**src/rtl/pef_pkg.sv**
```systemverilog
package pef_pkg;

   typedef enum logic {
      POL_FALL = 1'b0,
      POL_RISE = 1'b1
   } pef_pol_e;

   function automatic int pef_cnt_w(input int run_len);
      return $clog2(2 * run_len + 1);
   endfunction

endpackage

```
**src/rtl/pef_sync.sv**
```systemverilog
module pef_sync #(
   parameter int STAGES = 2
) (
   input  logic clk,
   input  logic rst_n,
   input  logic d_i,
   output logic q_o
);

   if (STAGES < 2) begin : g_bad_stages
      $error("pef_sync: STAGES must be at least 2");
   end

   logic [STAGES-1:0] chain_q;

   always_ff @(posedge clk or negedge rst_n) begin
      if (!rst_n) chain_q[0] <= 1'b0;
      else        chain_q[0] <= d_i;
   end

   for (genvar i = 1; i < STAGES; i++) begin : g_stage
      always_ff @(posedge clk or negedge rst_n) begin
         if (!rst_n) chain_q[i] <= 1'b0;
         else        chain_q[i] <= chain_q[i-1];
      end
   end

   assign q_o = chain_q[STAGES-1];

endmodule

```
**src/rtl/pef_qual.sv**
```systemverilog
module pef_qual
   import pef_pkg::*;
#(
   parameter int RUN_LEN = 4
) (
   input  logic clk,
   input  logic rst_n,
   input  logic samp_i,
   input  logic pol_i,
   output logic hit_o,
   output logic low_cnt_o
);

   localparam int CW   = pef_cnt_w(RUN_LEN);
   localparam int FULL = 2 * RUN_LEN;
   localparam logic [CW-1:0] C_RUN  = CW'(RUN_LEN);
   localparam logic [CW-1:0] C_FULL = CW'(FULL);
   localparam logic [CW-1:0] C_LAST = CW'(FULL - 1);
   localparam logic [CW-1:0] C_ONE  = CW'(1);

   if (RUN_LEN < 1) begin : g_bad_run
      $error("pef_qual: RUN_LEN must be at least 1");
   end

   pef_pol_e        pol;
   logic            act;
   logic [CW-1:0]   cnt_q;
   logic [CW-1:0]   cnt_d;
   logic            hit;

   assign pol = pef_pol_e'(pol_i);
   assign act = (pol == POL_RISE) ? samp_i : ~samp_i;

   always_comb begin
      cnt_d = cnt_q;
      hit   = 1'b0;
      if (!act) begin
         if (cnt_q < C_RUN)       cnt_d = cnt_q + C_ONE;
         else if (cnt_q < C_FULL) cnt_d = C_RUN;
         else                     cnt_d = C_ONE;
      end else begin
         if (cnt_q < C_RUN) begin
            cnt_d = '0;
         end else if (cnt_q < C_FULL) begin
            cnt_d = cnt_q + C_ONE;
            hit   = (cnt_q == C_LAST);
         end
      end
   end

   always_ff @(posedge clk or negedge rst_n) begin
      if (!rst_n) cnt_q <= '0;
      else        cnt_q <= cnt_d;
   end

   assign hit_o     = hit;
   assign low_cnt_o = (cnt_q <= C_RUN);

   if (RUN_LEN == 4) begin : g_run4_chk
      AST_EDGE_ACTIVE_RUN: assert property (@(posedge clk) disable iff (!rst_n)
         hit_o |-> (act && $past(act) && $past(act, 2) && $past(act, 3)));
   end

   AST_REARM_NEEDED: assert property (@(posedge clk) disable iff (!rst_n)
      hit_o |=> !hit_o);

endmodule

```
**src/rtl/pef_flag.sv**
```systemverilog
module pef_flag (
   input  logic clk,
   input  logic rst_n,
   input  logic hit_i,
   input  logic clr_i,
   input  logic ie_i,
   input  logic low_cnt_i,
   output logic flag_o,
   output logic irq_o,
   output logic osc_o
);

   logic flag_q;

   always_ff @(posedge clk or negedge rst_n) begin
      if (!rst_n)      flag_q <= 1'b0;
      else if (hit_i)  flag_q <= 1'b1;
      else if (clr_i)  flag_q <= 1'b0;
   end

   assign flag_o = flag_q;
   assign irq_o  = flag_q & ie_i;
   assign osc_o  = low_cnt_i & ie_i & ~flag_q;

   AST_FLAG_SOURCE: assert property (@(posedge clk) disable iff (!rst_n)
      (!$past(flag_q) && flag_q) |-> $past(hit_i));

   AST_FLAG_STICKY: assert property (@(posedge clk) disable iff (!rst_n)
      (flag_q && !clr_i) |=> flag_q);

   AST_CLEAR_TAKES: assert property (@(posedge clk) disable iff (!rst_n)
      (clr_i && !hit_i) |=> !flag_q);

   AST_SET_WINS: assert property (@(posedge clk) disable iff (!rst_n)
      (clr_i && hit_i) |=> flag_q);

endmodule

```
**src/rtl/pin_edge_filter.sv**
```systemverilog
module pin_edge_filter #(
   parameter int SYNC_STAGES = 2,
   parameter int RUN_LEN     = 4
) (
   input  logic clk,
   input  logic rst_n,
   input  logic pin_i,
   input  logic pol_i,
   input  logic ie_i,
   input  logic clr_i,
   output logic flag_o,
   output logic irq_o,
   output logic osc_req_o
);

   logic samp;
   logic hit;
   logic low_cnt;

   pef_sync #(.STAGES(SYNC_STAGES)) u_sync (
      .clk   (clk),
      .rst_n (rst_n),
      .d_i   (pin_i),
      .q_o   (samp)
   );

   pef_qual #(.RUN_LEN(RUN_LEN)) u_qual (
      .clk       (clk),
      .rst_n     (rst_n),
      .samp_i    (samp),
      .pol_i     (pol_i),
      .hit_o     (hit),
      .low_cnt_o (low_cnt)
   );

   pef_flag u_flag (
      .clk       (clk),
      .rst_n     (rst_n),
      .hit_i     (hit),
      .clr_i     (clr_i),
      .ie_i      (ie_i),
      .low_cnt_i (low_cnt),
      .flag_o    (flag_o),
      .irq_o     (irq_o),
      .osc_o     (osc_req_o)
   );

   AST_OSC_QUIET_FLAGGED: assert property (@(posedge clk) disable iff (!rst_n)
      flag_o |-> !osc_req_o);

   AST_OSC_OFF_IN_RUN: assert property (@(posedge clk) disable iff (!rst_n)
      hit |-> !osc_req_o);

endmodule

```
**config.mk**
```make
export PLATFORM = sky130hd
export DESIGN_NAME = pin_edge_filter
export DESIGN_NICKNAME = d
export VERILOG_FILES = /design/src/rtl/pef_pkg.sv /design/src/rtl/pef_sync.sv /design/src/rtl/pef_qual.sv /design/src/rtl/pef_flag.sv /design/src/rtl/pin_edge_filter.sv
export SDC_FILE = /design/constraint.sdc
export NUM_CORES = 1
export LEC_CHECK = 0
export ABC_AREA = 1
export BUFFER_PORTS_ARGS = -buffer_cell sky130_fd_sc_hd__buf_4
export CAP_MARGIN = 20
export CORE_AREA = 2 2 39 41
export DETAILED_ROUTE_END_ITERATION = 8
export DIE_AREA = 0 0 41 43
export HOLD_SLACK_MARGIN = 0.1
export PLACE_DENSITY_LB_ADDON = 0.05
export SLEW_MARGIN = 20
export SYNTH_ARGS = -nofsm -noshare
export SYNTH_HDL_FRONTEND = slang
export SYNTH_SLANG_ARGS = --single-unit
```
**constraint.sdc**
```tcl
create_clock -name clk -period 2 [get_ports clk]
set_input_delay 0.3 -clock clk [delete_from_list [all_inputs] [get_ports clk]]
set_output_delay 0.3 -clock clk [all_outputs]
set_load 0.005 [all_outputs]
```
Yosys cells after proc, flatten, opt, wreduce, memory -nomap -nowiden
Index checks and enable logic that the tools add are counted.
Widths: inputs -> output; s select.
{"block": "classes", "n_reduce_logical": 1, "addsub": 1, "eq_ne": 2, "bitwise_logic": 5, "n_lt_le_gt_ge": 3, "muxes": 11}
{"operator": "$mux 4", "n": 4}
{"operator": "$mux 1", "n": 6}
{"operator": "$add 4x1->4 const B", "n": 1}
{"operator": "$eq 4x3->1 const B", "n": 1}
{"operator": "$le 4x3->1 const B", "n": 1}
{"operator": "$lt 4x3->1 const B", "n": 1}
{"operator": "$lt 4x4->1 const B", "n": 1}
{"operator": "$and 1x1->1", "n": 3}
{"operator": "$mux 3", "n": 1}
{"operator": "$ne 3x3->1 const B", "n": 1}
{"operator": "$not 1->1", "n": 2}
{"operator": "$reduce_bool 2->1", "n": 1}
{"block": "word_totals", "word_cells": 27, "output_inout_bits": 3, "in_bits": 6, "register_bits": 7}

Logic depth before layout (Yosys ltp)
Gate-level depths: netlist of run 1.
{"block": "depth", "depth_word": 5, "ltp_mapped": 8}

By module
From an unflattened synthesis of run 1, not the netlist that was laid out.
{"block": "unflattened", "cells_unflattened": 51, "hier_area_um2": 374.1}
{"mod": "pef_qual", "seq_area_each_um2": 100.1, "n_inst": 1, "area_per_inst_um2": 269.0, "cells_per_inst": 40}
{"mod": "pef_flag", "seq_area_each_um2": 25.0, "n_inst": 1, "area_per_inst_um2": 55.1, "cells_per_inst": 9}
{"mod": "pef_sync", "seq_area_each_um2": 50.0, "n_inst": 1, "area_per_inst_um2": 50.0, "cells_per_inst": 2}

Worst setup path before layout of run 1
No wires, ideal clock.
{"block": "synth_timing", "kind": "register to output", "startpoint": "register u_qual.cnt_q[0]", "endpoint": "output port osc_req_o", "path_buffers": 0, "arrival_time_ns": 0.835, "slack_ns": 0.865, "path_stages_with_launch": 5, "path_cell_list": "dfrtp_1 > inv_1 > ha_1 > o211ai_1 > nor2_1"}
{"block": "synth_via", "elab_chain_cells": 3}
{"item": "from (decl)", "line_no": "pef_qual.sv:27", "source": "logic [CW-1:0] cnt_q;"}
{"item": "from (signal assigned)", "line_no": "pef_qual.sv:53", "source": "else cnt_q <= cnt_d;"}
{"item": "$le 4x3->1", "line_no": "pef_qual.sv:57", "source": "assign low_cnt_o = (cnt_q <= C_RUN);"}
{"item": "$and 1x1->1 (2 in a row)", "line_no": "pef_flag.sv:23", "source": "assign osc_o = low_cnt_i & ie_i & ~flag_q;"}
{"item": "to (decl)", "line_no": "pin_edge_filter.sv:13", "source": "output logic osc_req_o"}
No other way between the ends.

Worst setup path in the final report of run 1
Ends and elaborated chain as after synthesis.

==> impl_metrics.py, run 1 <==
metrics = {
    "worst_hold_path": {
        "hp-class": "input port to register",
    },
    "clocking": {
        "cts_root_buf": "clkbuf_4",
        "post_cts_buffers": 0,
        "cts_sinks": 7,
        "worstSkewPairLatency_ns": 0.25,
        "path_clk_slew_ns": 0.05,
        "cts_tree": "yes",
        "clk_path_buf_depth": 2,
        "h-tree-depth": 1,
        "cts_inserted_buffers": 3,
    },
    "drt": {
        "drt_iter0_markers": 5,
        "first_pass_iters": 4,
        "drt_wl_total_um": 716,
        "wl_per_cell_um": 8.33,
        "drc": 0,
        "vias": 364,
        "ant_nets": 0,
        "vias_per_cell": 4.23,
    },
    "power": {
        "power.total_w": 0.000565,
        "seqPwrFrac_pct": 38.8,
        "p_leak_nw": 0.306,
        "powerDensity_nw_per_um2": 1080,
        "p_int_w": 0.000350,
        "switchingPower_w": 0.000215,
        "p_clk_share_pct": 22.2,
        "power.share.combinational_pct": 39.0,
        "swShare_pct": 38.0,
        "vdd_ir_drop_max_v": 0.000445,
    },
    "layout": {
        "layout-drive-gt1-share_pct": 25.7,
        "instances_no_fill": 86,
        "area_delta_synth_final_pct": 28.6,
        "num_antenna_cells": 0,
        "nNetsFinal": 79,
        "nFillCells": 157,
    },
    "worst_setup_path": {
        "endpoint_kind": "output pin",
        "cp.required_ns": 1.70,
        "path_class": "register to output pin",
        "cp-start-kind": "register",
        "crit_arrival_ns": 1.28,
        "path_max_fanout": 5,
    },
    "synth": {
        "synth_top_cell_by_area": "dfrtp_1",
        "synth_top_area_share_pct": 43.1,
        "ys_warn_count": 0,
        "syn_inst": 57,
        "synth_area_leaders": "dfrtp_1, nand2_1, inv_1, nor2_1, ha_1",
        "synth_nets": 65,
        "syn_area_um2": 407,
        "synth.ff_latch_count": 7,
        "synth_cell_types": 13,
        "synth-seq-area-share_pct": 43.1,
        "avgSynthCellArea_um2": 7.13,
    },
    "run": {
        "cap_violations": 0,
    },
    "placed_design": {
        "dp.cells": 81,
        "dp_slack_ns": 0.683,
        "portBuffers": 8,
        "place_congestion": 0.730,
        "hpwl_um": 609,
    },
    "global_routing": {
        "grt_usage_pct": 10.1,
        "grt_overflow_total": 0,
        "grt_pass1_wl_mm": 1.16,
        "grt_max_degree": 8,
        "antenna_found_initial": 0,
        "grt_pass1_vias": 292,
    },
    "timing": {
        "final_hold_viol_count": 0,
        "setup_viol": 0,
        "hold-worst-slack_ns": 0.160,
        "drv_slew": 0,
        "rsz0062_at_grt": "no",
        "tns_ns": 0,
        "fin_skew_ns": 0.00179,
        "min_period_over_period_pct": 78.8,
        "final.min_clock_period_ns": 1.58,
        "setup_ws_ns": 0.423,
        "worst_pin_slew_ns": 0.189,
        "max_freq_ghz": 0.634,
        "relSlewSlack_pct": 87.4,
    },
    "floorplanning": {
        "die_height_um": 43,
        "die_x_um": 41,
        "start_util_pct": 29.4,
        "dieArea_um2": 1760,
        "core-area_um2": 1380,
        "io_pins": 9,
        "num_rows": 14,
    },
    "outcome": {
        "status": "completed",
    },
}
[metal layers]
layer	vias up	part of all wire [%]	GRT usage, %
met1	160	51	14.0
met2	5	44	12.5
met4	0	2.5	8.00
met5	-	0	0
met3	2	2.8	3.14
li1	197	-	-
[flip-flops by register name (all words and copies together), names as in the netlist]
signal and flops:
u_flag.flag_o 1, u_sync.q_o 1, u_sync.chain_q 1, u_qual.cnt_q 4
[placed cells by master, fill, tap and decap left out]
| cell type | netlist | layout |
|---|---|---|
| nand2_1 | 20 | 20 |
| inv_1 | 8 | 8 |
| buf_4 | 0 | 8 |
| nor2_1 | 7 | 7 |
| dfrtp_1 | 7 | 7 |
| inv_2 | 3 | 3 |
| nand2_2 | 3 | 3 |
| clkbuf_4 | 0 | 3 |
| o21ai_0 | 2 | 2 |
| ha_1 | 2 | 2 |
| o211ai_1 | 1 | 1 |
| nand2_4 | 1 | 1 |
| nand3_1 | 1 | 1 |
| o22ai_1 | 1 | 1 |
| o21ai_1 | 1 | 1 |
| clkbuf_1 | 0 | 1 |
| dlygate4sd3_1 | 0 | 1 |
[synth_stat cells, drive strengths merged]
cell type / n
dfrtp: 7
ha: 2
inv: 11
nand2: 24
nand3: 1
nor2: 7
o211ai: 1
o21ai: 3
o22ai: 1
[worst paths after layout]
kind	start	end	slack, ns	depth (start not counted)
max in group asynchronous	rst_n	u_sync.q_o	1.48	2
min in group asynchronous	rst_n	u_qual.cnt_q[3]	0.40	2
min	pin_i	u_sync.chain_q[0]	0.16	1
max	u_qual.cnt_q[0]	osc_req_o	0.42	5
max reg2reg	u_qual.cnt_q[0]	u_qual.cnt_q[1]	0.78	8
min reg2reg	u_sync.chain_q[0]	u_sync.q_o	0.35	0
[power by group through the flow]
stage	clock (W)	combinational [W]	sequential, W
after floorplan	0	0.000165	0.000210
after global placement	0	0.000228	0.000219
after detailed placement	0	0.000222	0.000221
after CTS	0.000133	0.000224	0.000219
after global routing	0.000136	0.000262	0.000225
final	0.000126	0.000220	0.000219
[cells by family (layout without fill, tap and decap cells)]
| logic type | Yosys count | count (layout) | share of synthesized area (%) |
|---|---|---|---|
| adders and majority gates | 2 | 2 | 6.15 |
| AOI/OAI and AO/OA | 5 | 5 | 7.08 |
| buffers and inverters | 11 | 24 | 10.2 |
| and+or+nand+nor | 32 | 32 | 33.5 |
| DFF | 7 | 7 | 43.1 |
[per-stage QoR]
stage                     utilization (%)  area, um2
after floorplan                         -        407
after global placement               35.2        487
after detailed placement             35.2        487
after CTS                            37.8        523
after global routing                 37.8        523
final                                37.8        523
[critical path, stage by stage (launching register included)]
cell and delay [ns]:
dfrtp_1 0.41, inv_1 0.08, ha_1 0.19, o211ai_1 0.16, nor2_1 0.05, buf_4 0.13
[what timing repair did]
item | 4_1_cts | 5_1_grt
hold buffers | 1 | 0
endpoints found under the hold margin | 7 | 0
gates resized for setup | 0 | 0
[cell type report]
cell class | instances | area (um2) | area share [%]
sequential | 7 | 175 | 33.5
clock buffer | 4 | 26.3 | 5.02
multi-input combinational | 39 | 190 | 36.4
timing repair buffer | 9 | 70.1 | 13.4
tap | 16 | 20.0 | 3.83
inverter | 11 | 41.3 | 7.89
Power figures use the tool's default switching activity.
==> run 2, diff against run 1 <==
==> constraint.sdc (replaced) <==
create_clock -name clk -period 1.5 [get_ports clk]
set_input_delay 0.225 -clock clk [delete_from_list [all_inputs] [get_ports clk]]
set_output_delay 0.225 -clock clk [all_outputs]
set_load 0.005 [all_outputs]
==> run 2 against run 1 <==
  * Clock power grew 33%
  * Cell count grew 2.3%
  * Worst hold slack gained 0.012 ns
  * Largest cell class unchanged
==> impl_metrics.py, run 2 (synthesized netlist as in run 1, its figures left out) <==
metrics = {
    "timing": {
        "final.min_clock_period_ns": 1.43,
        "setup_viol": 0,
        "drv_slew": 0,
        "fin_skew_ns": 0.00180,
        "rsz0062_at_grt": "no",
        "max_freq_ghz": 0.699,
        "final_hold_viol_count": 0,
        "worst_pin_slew_ns": 0.192,
        "tns_ns": 0,
        "relSlewSlack_pct": 87.2,
        "min_period_over_period_pct": 95.4,
    },
    "drt": {
        "vias": 372,
        "vias_per_cell": 4.23,
        "wl_met3_um": 20,
        "drc": 0,
        "drt_wl_total_um": 723,
        "first_pass_iters": 4,
        "wl_per_cell_um": 8.22,
        "wl_met2_um": 324,
        "ant_nets": 0,
        "wirelength_met1_um": 360,
        "drt_iter0_markers": 4,
        "highest_layer": "met4",
    },
    "floorplanning": {
        "die_x_um": 41,
        "start_util_pct": 29.4,
        "core-area_um2": 1380,
        "num_rows": 14,
        "dieArea_um2": 1760,
        "die_height_um": 43,
        "io_pins": 9,
    },
    "power": {
        "powerDensity_nw_per_um2": 1430,
        "power.share.combinational_pct": 42.2,
        "vdd_ir_drop_max_v": 0.000561,
        "p_clk_share_pct": 21.6,
        "p_int_w": 0.000485,
        "switchingPower_w": 0.000290,
        "power.total_w": 0.000775,
        "seqPwrFrac_pct": 36.1,
        "p_leak_nw": 0.316,
        "swShare_pct": 37.4,
    },
    "global_routing": {
        "grt_max_degree": 8,
        "grt_overflow_total": 0,
        "grt_pass1_wl_mm": 1.17,
        "grt_usage_pct": 10.2,
        "antenna_found_initial": 0,
        "grt_pass1_vias": 297,
    },
    "worst_setup_path": {
        "crit_path_cell_trace": "inv_1, ha_1, o211ai_1, nor2_1, buf_4",
        "reg2reg_depth": 8,
        "crit_arrival_ns": 1.21,
        "crit_path_top_delay_cell": "dfrtp_1",
        "rrSetupSlack_ns": 0.33,
        "cp.required_ns": 1.27,
        "cp-start-kind": "register",
        "path_class": "register to output pin",
        "path_max_fanout": 3,
        "endpoint_kind": "output pin",
        "max_stage_delay_ns": 0.38,
    },
    "layout": {
        "final_cell_mix": "nand2_1, buf_4, inv_1, nor2_1, dfrtp_1",
        "layout-drive-gt1-share_pct": 26.4,
        "final_common_cell": "nand2_1",
        "area_delta_synth_final_pct": 32.9,
        "num_antenna_cells": 0,
        "largest-register": "u_qual.cnt_q",
        "largest_reg_flops": 4,
        "nNetsFinal": 81,
    },
    "clocking": {
        "worstSkewPairLatency_ns": 0.25,
        "cts_tree": "yes",
        "cts_sinks": 7,
        "cts_inserted_buffers": 3,
        "clk_path_buf_depth": 2,
        "cts_root_buf": "clkbuf_4",
        "h-tree-depth": 1,
        "path_clk_slew_ns": 0.05,
    },
    "placed_design": {
        "place_congestion": 0.730,
        "portBuffers": 8,
        "hpwl_um": 609,
    },
    "outcome": {
        "status": "completed",
    },
    "worst_hold_path": {
        "hp-class": "input port to register",
        "hold_depth": 2,
    },
    "run": {
        "cap_violations": 0,
    },
}
[run 2: cell types whose count changed in the layout (fill, tap and decap cells not counted), sizes merged]
| cell | before | now |
|---|---|---|
| dlygate4sd3 | 1 | 2 |
| buf | 8 | 9 |
[run 2: path summary, 6_finish.rpt]
kind                                        start              end
worst min register to register  u_sync.chain_q[0]       u_sync.q_o
min in group asynchronous                   rst_n  u_qual.cnt_q[3]
worst max-delay path              u_qual.cnt_q[1]        osc_req_o
worst max register to register    u_qual.cnt_q[1]  u_qual.cnt_q[1]
max in group asynchronous                   rst_n       u_sync.q_o
worst min-delay path                        clr_i    u_flag.flag_o
[run 2: per-stage QoR]
step	utilization [%]	worst slack (ns)	hold slack, ns	instances	instance area [um2]
4_1_cts	39.1	0.0442	0.164	88	541
6_report	39.1	0.0691	0.172	88	541
3_3_place_gp	35.2	0.285	0.0448	81	487
3_5_place_dp	35.2	0.258	0.0454	81	487
2_1_floorplan	-	0.406	-0.0706	57	407
5_1_grt	39.1	0.000251	0.177	88	541
[run 2: layer usage]
metal / up-vias / GRT usage (%)
li1: 200 / -
met1: 165 / 14.6
met2: 5 / 12.2
met3: 2 / 3.14
met4: 0 / 8.00
met5: - / 0
[run 2: what timing repair did]
item                                    CTS  global route
buffers inserted                          1             0
hold endpoints to repair                  8             0
endpoints found under the setup margin    1             1
hold buffers                              2             0
pin swaps                                 0             1
gates resized for setup                   0             0
gates cloned                              0             0
[run 2: layout make-up]
| class | instances | area, um2 |
|---|---|---|
| flip-flops and latches | 7 | 175 |
| multi-input cells | 39 | 190 |
| inverters | 11 | 41.3 |
| repair buffers | 11 | 87.6 |
| clock buffers | 4 | 26.3 |
| well taps | 16 | 20.0 |
| fillers | 150 | 843 |
[run 2: power by group through the flow]
stage                     clock network [W]  registers (W)  logic (W)
after floorplan                           0       0.000280   0.000220
after global placement                    0       0.000292   0.000304
after detailed placement                  0       0.000294   0.000296
after CTS                          0.000177       0.000280   0.000333
after global routing               0.000182       0.000285   0.000383
final                              0.000168       0.000280   0.000327
[run 2: worst max-delay path, delay by kind of cell (launching register included)]
kind / cells / cell delay (ns)
flops: 1 / 0.38
buf+inv: 2 / 0.20
fa+ha+maj: 1 / 0.17
compound gates: 1 / 0.15
simple gates: 1 / 0.06
==> run 3, diff against run 2 <==
--- a/config.mk
+++ b/config.mk
@@ -8,6 +8,8 @@
 export ABC_AREA = 1
 export BUFFER_PORTS_ARGS = -buffer_cell sky130_fd_sc_hd__buf_4
 export CAP_MARGIN = 20
+export CELL_PAD_IN_SITES_DETAIL_PLACEMENT = 0
+export CELL_PAD_IN_SITES_GLOBAL_PLACEMENT = 1
 export CORE_AREA = 2 2 39 41
 export DETAILED_ROUTE_END_ITERATION = 8
 export DIE_AREA = 0 0 41 43
==> run 3 against run 2 <==
  * Design area is the same
  * Setup slack gained 0.0089 ns
  * Critical path type unchanged
  * Fmax grew 0.63%
  * Clock power is essentially flat
  * Critical endpoint unchanged
==> impl_metrics.py, run 3 (synthesized netlist as in run 1, its figures left out) <==
metrics = {
    "outcome": {
        "status": "completed",
    },
    "worst_setup_path": {
        "crit_path_top_delay_cell": "dfrtp_1",
        "max_stage_delay_ns": 0.37,
        "path_max_fanout": 3,
        "critPathBufInv": 2,
        "cp.depth": 5,
        "crit_path_cell_trace": "inv_1, ha_1, o211ai_1, nor2_1, buf_4",
        "cp-start-kind": "register",
        "cp.required_ns": 1.27,
        "critical_path.top_delay_family": "flip-flops",
        "crit_arrival_ns": 1.20,
        "endpoint_kind": "output pin",
        "reg2reg_depth": 8,
        "path_class": "register to output pin",
    },
    "floorplanning": {
        "num_rows": 14,
        "io_pins": 9,
        "die_height_um": 43,
        "dieArea_um2": 1760,
        "core-area_um2": 1380,
        "start_util_pct": 29.4,
        "die_x_um": 41,
    },
    "timing": {
        "max_freq_ghz": 0.703,
        "worst_pin_slew_ns": 0.207,
        "relSlewSlack_pct": 86.2,
        "tns_ns": 0,
        "min_period_over_period_pct": 94.8,
        "setup_viol": 0,
        "final_hold_viol_count": 0,
        "fin_skew_ns": 0.00333,
        "drv_slew": 0,
        "final.min_clock_period_ns": 1.42,
        "rsz0062_at_grt": "no",
    },
    "layout": {
        "layout-drive-gt1-share_pct": 26.4,
        "nNetsFinal": 81,
        "area_delta_synth_final_pct": 32.9,
        "largest-register": "u_qual.cnt_q",
        "num_antenna_cells": 0,
        "final_cell_mix": "nand2_1, buf_4, inv_1, nor2_1, dfrtp_1",
        "final_common_cell": "nand2_1",
        "largest_reg_flops": 4,
        "nFillCells": 153,
    },
    "power": {
        "switchingPower_w": 0.000292,
        "power.total_w": 0.000779,
        "p_int_w": 0.000487,
        "power.share.combinational_pct": 42.8,
        "p_leak_nw": 0.316,
        "swShare_pct": 37.4,
        "vdd_ir_drop_max_v": 0.000779,
        "seqPwrFrac_pct": 35.5,
        "p_clk_share_pct": 21.6,
        "powerDensity_nw_per_um2": 1440,
    },
    "global_routing": {
        "grt_pass1_vias": 363,
        "grt_overflow_total": 0,
        "grt_pass1_wl_mm": 1.37,
        "grt_usage_pct": 11.7,
        "antenna_found_initial": 0,
        "grt_max_degree": 8,
    },
    "placed_design": {
        "hpwl_um": 612,
        "portBuffers": 8,
        "place_congestion": 0.730,
    },
    "clocking": {
        "cts_sinks": 7,
        "cts_tree": "yes",
        "clk_path_buf_depth": 2,
        "cts_root_buf": "clkbuf_4",
        "cts_inserted_buffers": 3,
        "worstSkewPairLatency_ns": 0.25,
        "path_clk_slew_ns": 0.05,
        "h-tree-depth": 1,
    },
    "drt": {
        "first_pass_iters": 2,
        "drc": 0,
        "drt_iter0_markers": 3,
        "wl_per_cell_um": 8.49,
        "ant_nets": 0,
        "drt_wl_total_um": 747,
        "vias": 372,
        "vias_per_cell": 4.23,
    },
    "run": {
        "cap_violations": 0,
    },
    "worst_hold_path": {
        "hp-class": "input port to register",
        "hold_depth": 2,
    },
}
[run 3: cell counts in the layout (fill, tap and decap cells not counted)]
Identical to the previous run, type by type.
[run 3: layer usage]
layer  track usage (%)  share of wire [%]  wire length, um
met2              15.6                 50              375
met5                 0                  0                0
met4              10.0                  0                0
met1              15.6                 48              360
met3              1.57                1.5               11
[run 3: power groups by stage]
stage               combinational (W)  clock, W  sequential, W
floorplan                    0.000220         0       0.000280
CTS                          0.000341  0.000180       0.000277
detailed placement           0.000302         0       0.000292
finish                       0.000333  0.000168       0.000277
global route                 0.000395  0.000184       0.000285
global placement             0.000309         0       0.000294
[run 3: timing repair]
action,CTS,global route
resized for setup,0,0
hold buffers,2,0
setup buffers,1,0
endpoints found under the setup margin,1,1
hold endpoints to repair,8,0
pin swaps,0,1
[run 3: cell type report]
| cell class | count | area (um2) | share of cell area (%) |
|---|---|---|---|
| tap | 16 | 20.0 | 3.70 |
| sequential | 7 | 175 | 32.4 |
| timing repair buffer | 11 | 87.6 | 16.2 |
| clock buffer | 4 | 26.3 | 4.86 |
| multi-input combinational | 39 | 190 | 35.2 |
| inverter | 11 | 41.3 | 7.64 |
[run 3: final timing paths]
| check | from | end | slack (ns) |
|---|---|---|---|
| max in group asynchronous | rst_n | u_qual.cnt_q[2] | 1.07 |
| setup / recovery | u_qual.cnt_q[1] | osc_req_o | 0.08 |
| hold / removal | clr_i | u_flag.flag_o | 0.17 |
| min in group asynchronous | rst_n | u_qual.cnt_q[1] | 0.31 |
| setup reg to reg | u_qual.cnt_q[1] | u_qual.cnt_q[1] | 0.36 |
| hold reg to reg | u_sync.chain_q[0] | u_sync.q_o | 0.34 |
[run 3: through the flow]
| step | std cells | util (%) | area, um2 | setup slack [ns] | hold slack [ns] |
|---|---|---|---|---|---|
| 2_1_floorplan | 57 | - | 407 | 0.406 | -0.0706 |
| 3_3_place_gp | 81 | 35.2 | 487 | 0.280 | 0.0425 |
| 3_5_place_dp | 81 | 35.2 | 487 | 0.259 | 0.0431 |
| 4_1_cts | 88 | 39.1 | 541 | 0.0395 | 0.162 |
| 5_1_grt | 88 | 39.1 | 541 | 0.0123 | 0.182 |
| 6_report | 88 | 39.1 | 541 | 0.0780 | 0.172 |
[run 3: worst register-to-register path, cell delays in order (launching register included)]
cell and delay (ns):
dfrtp_1 0.37, inv_1 0.06, ha_1 0.27, inv_1 0.07, nor2_1 0.05, nand2_1 0.05
nand2_1 0.05, nand2_1 0.06, nand2_1 0.05
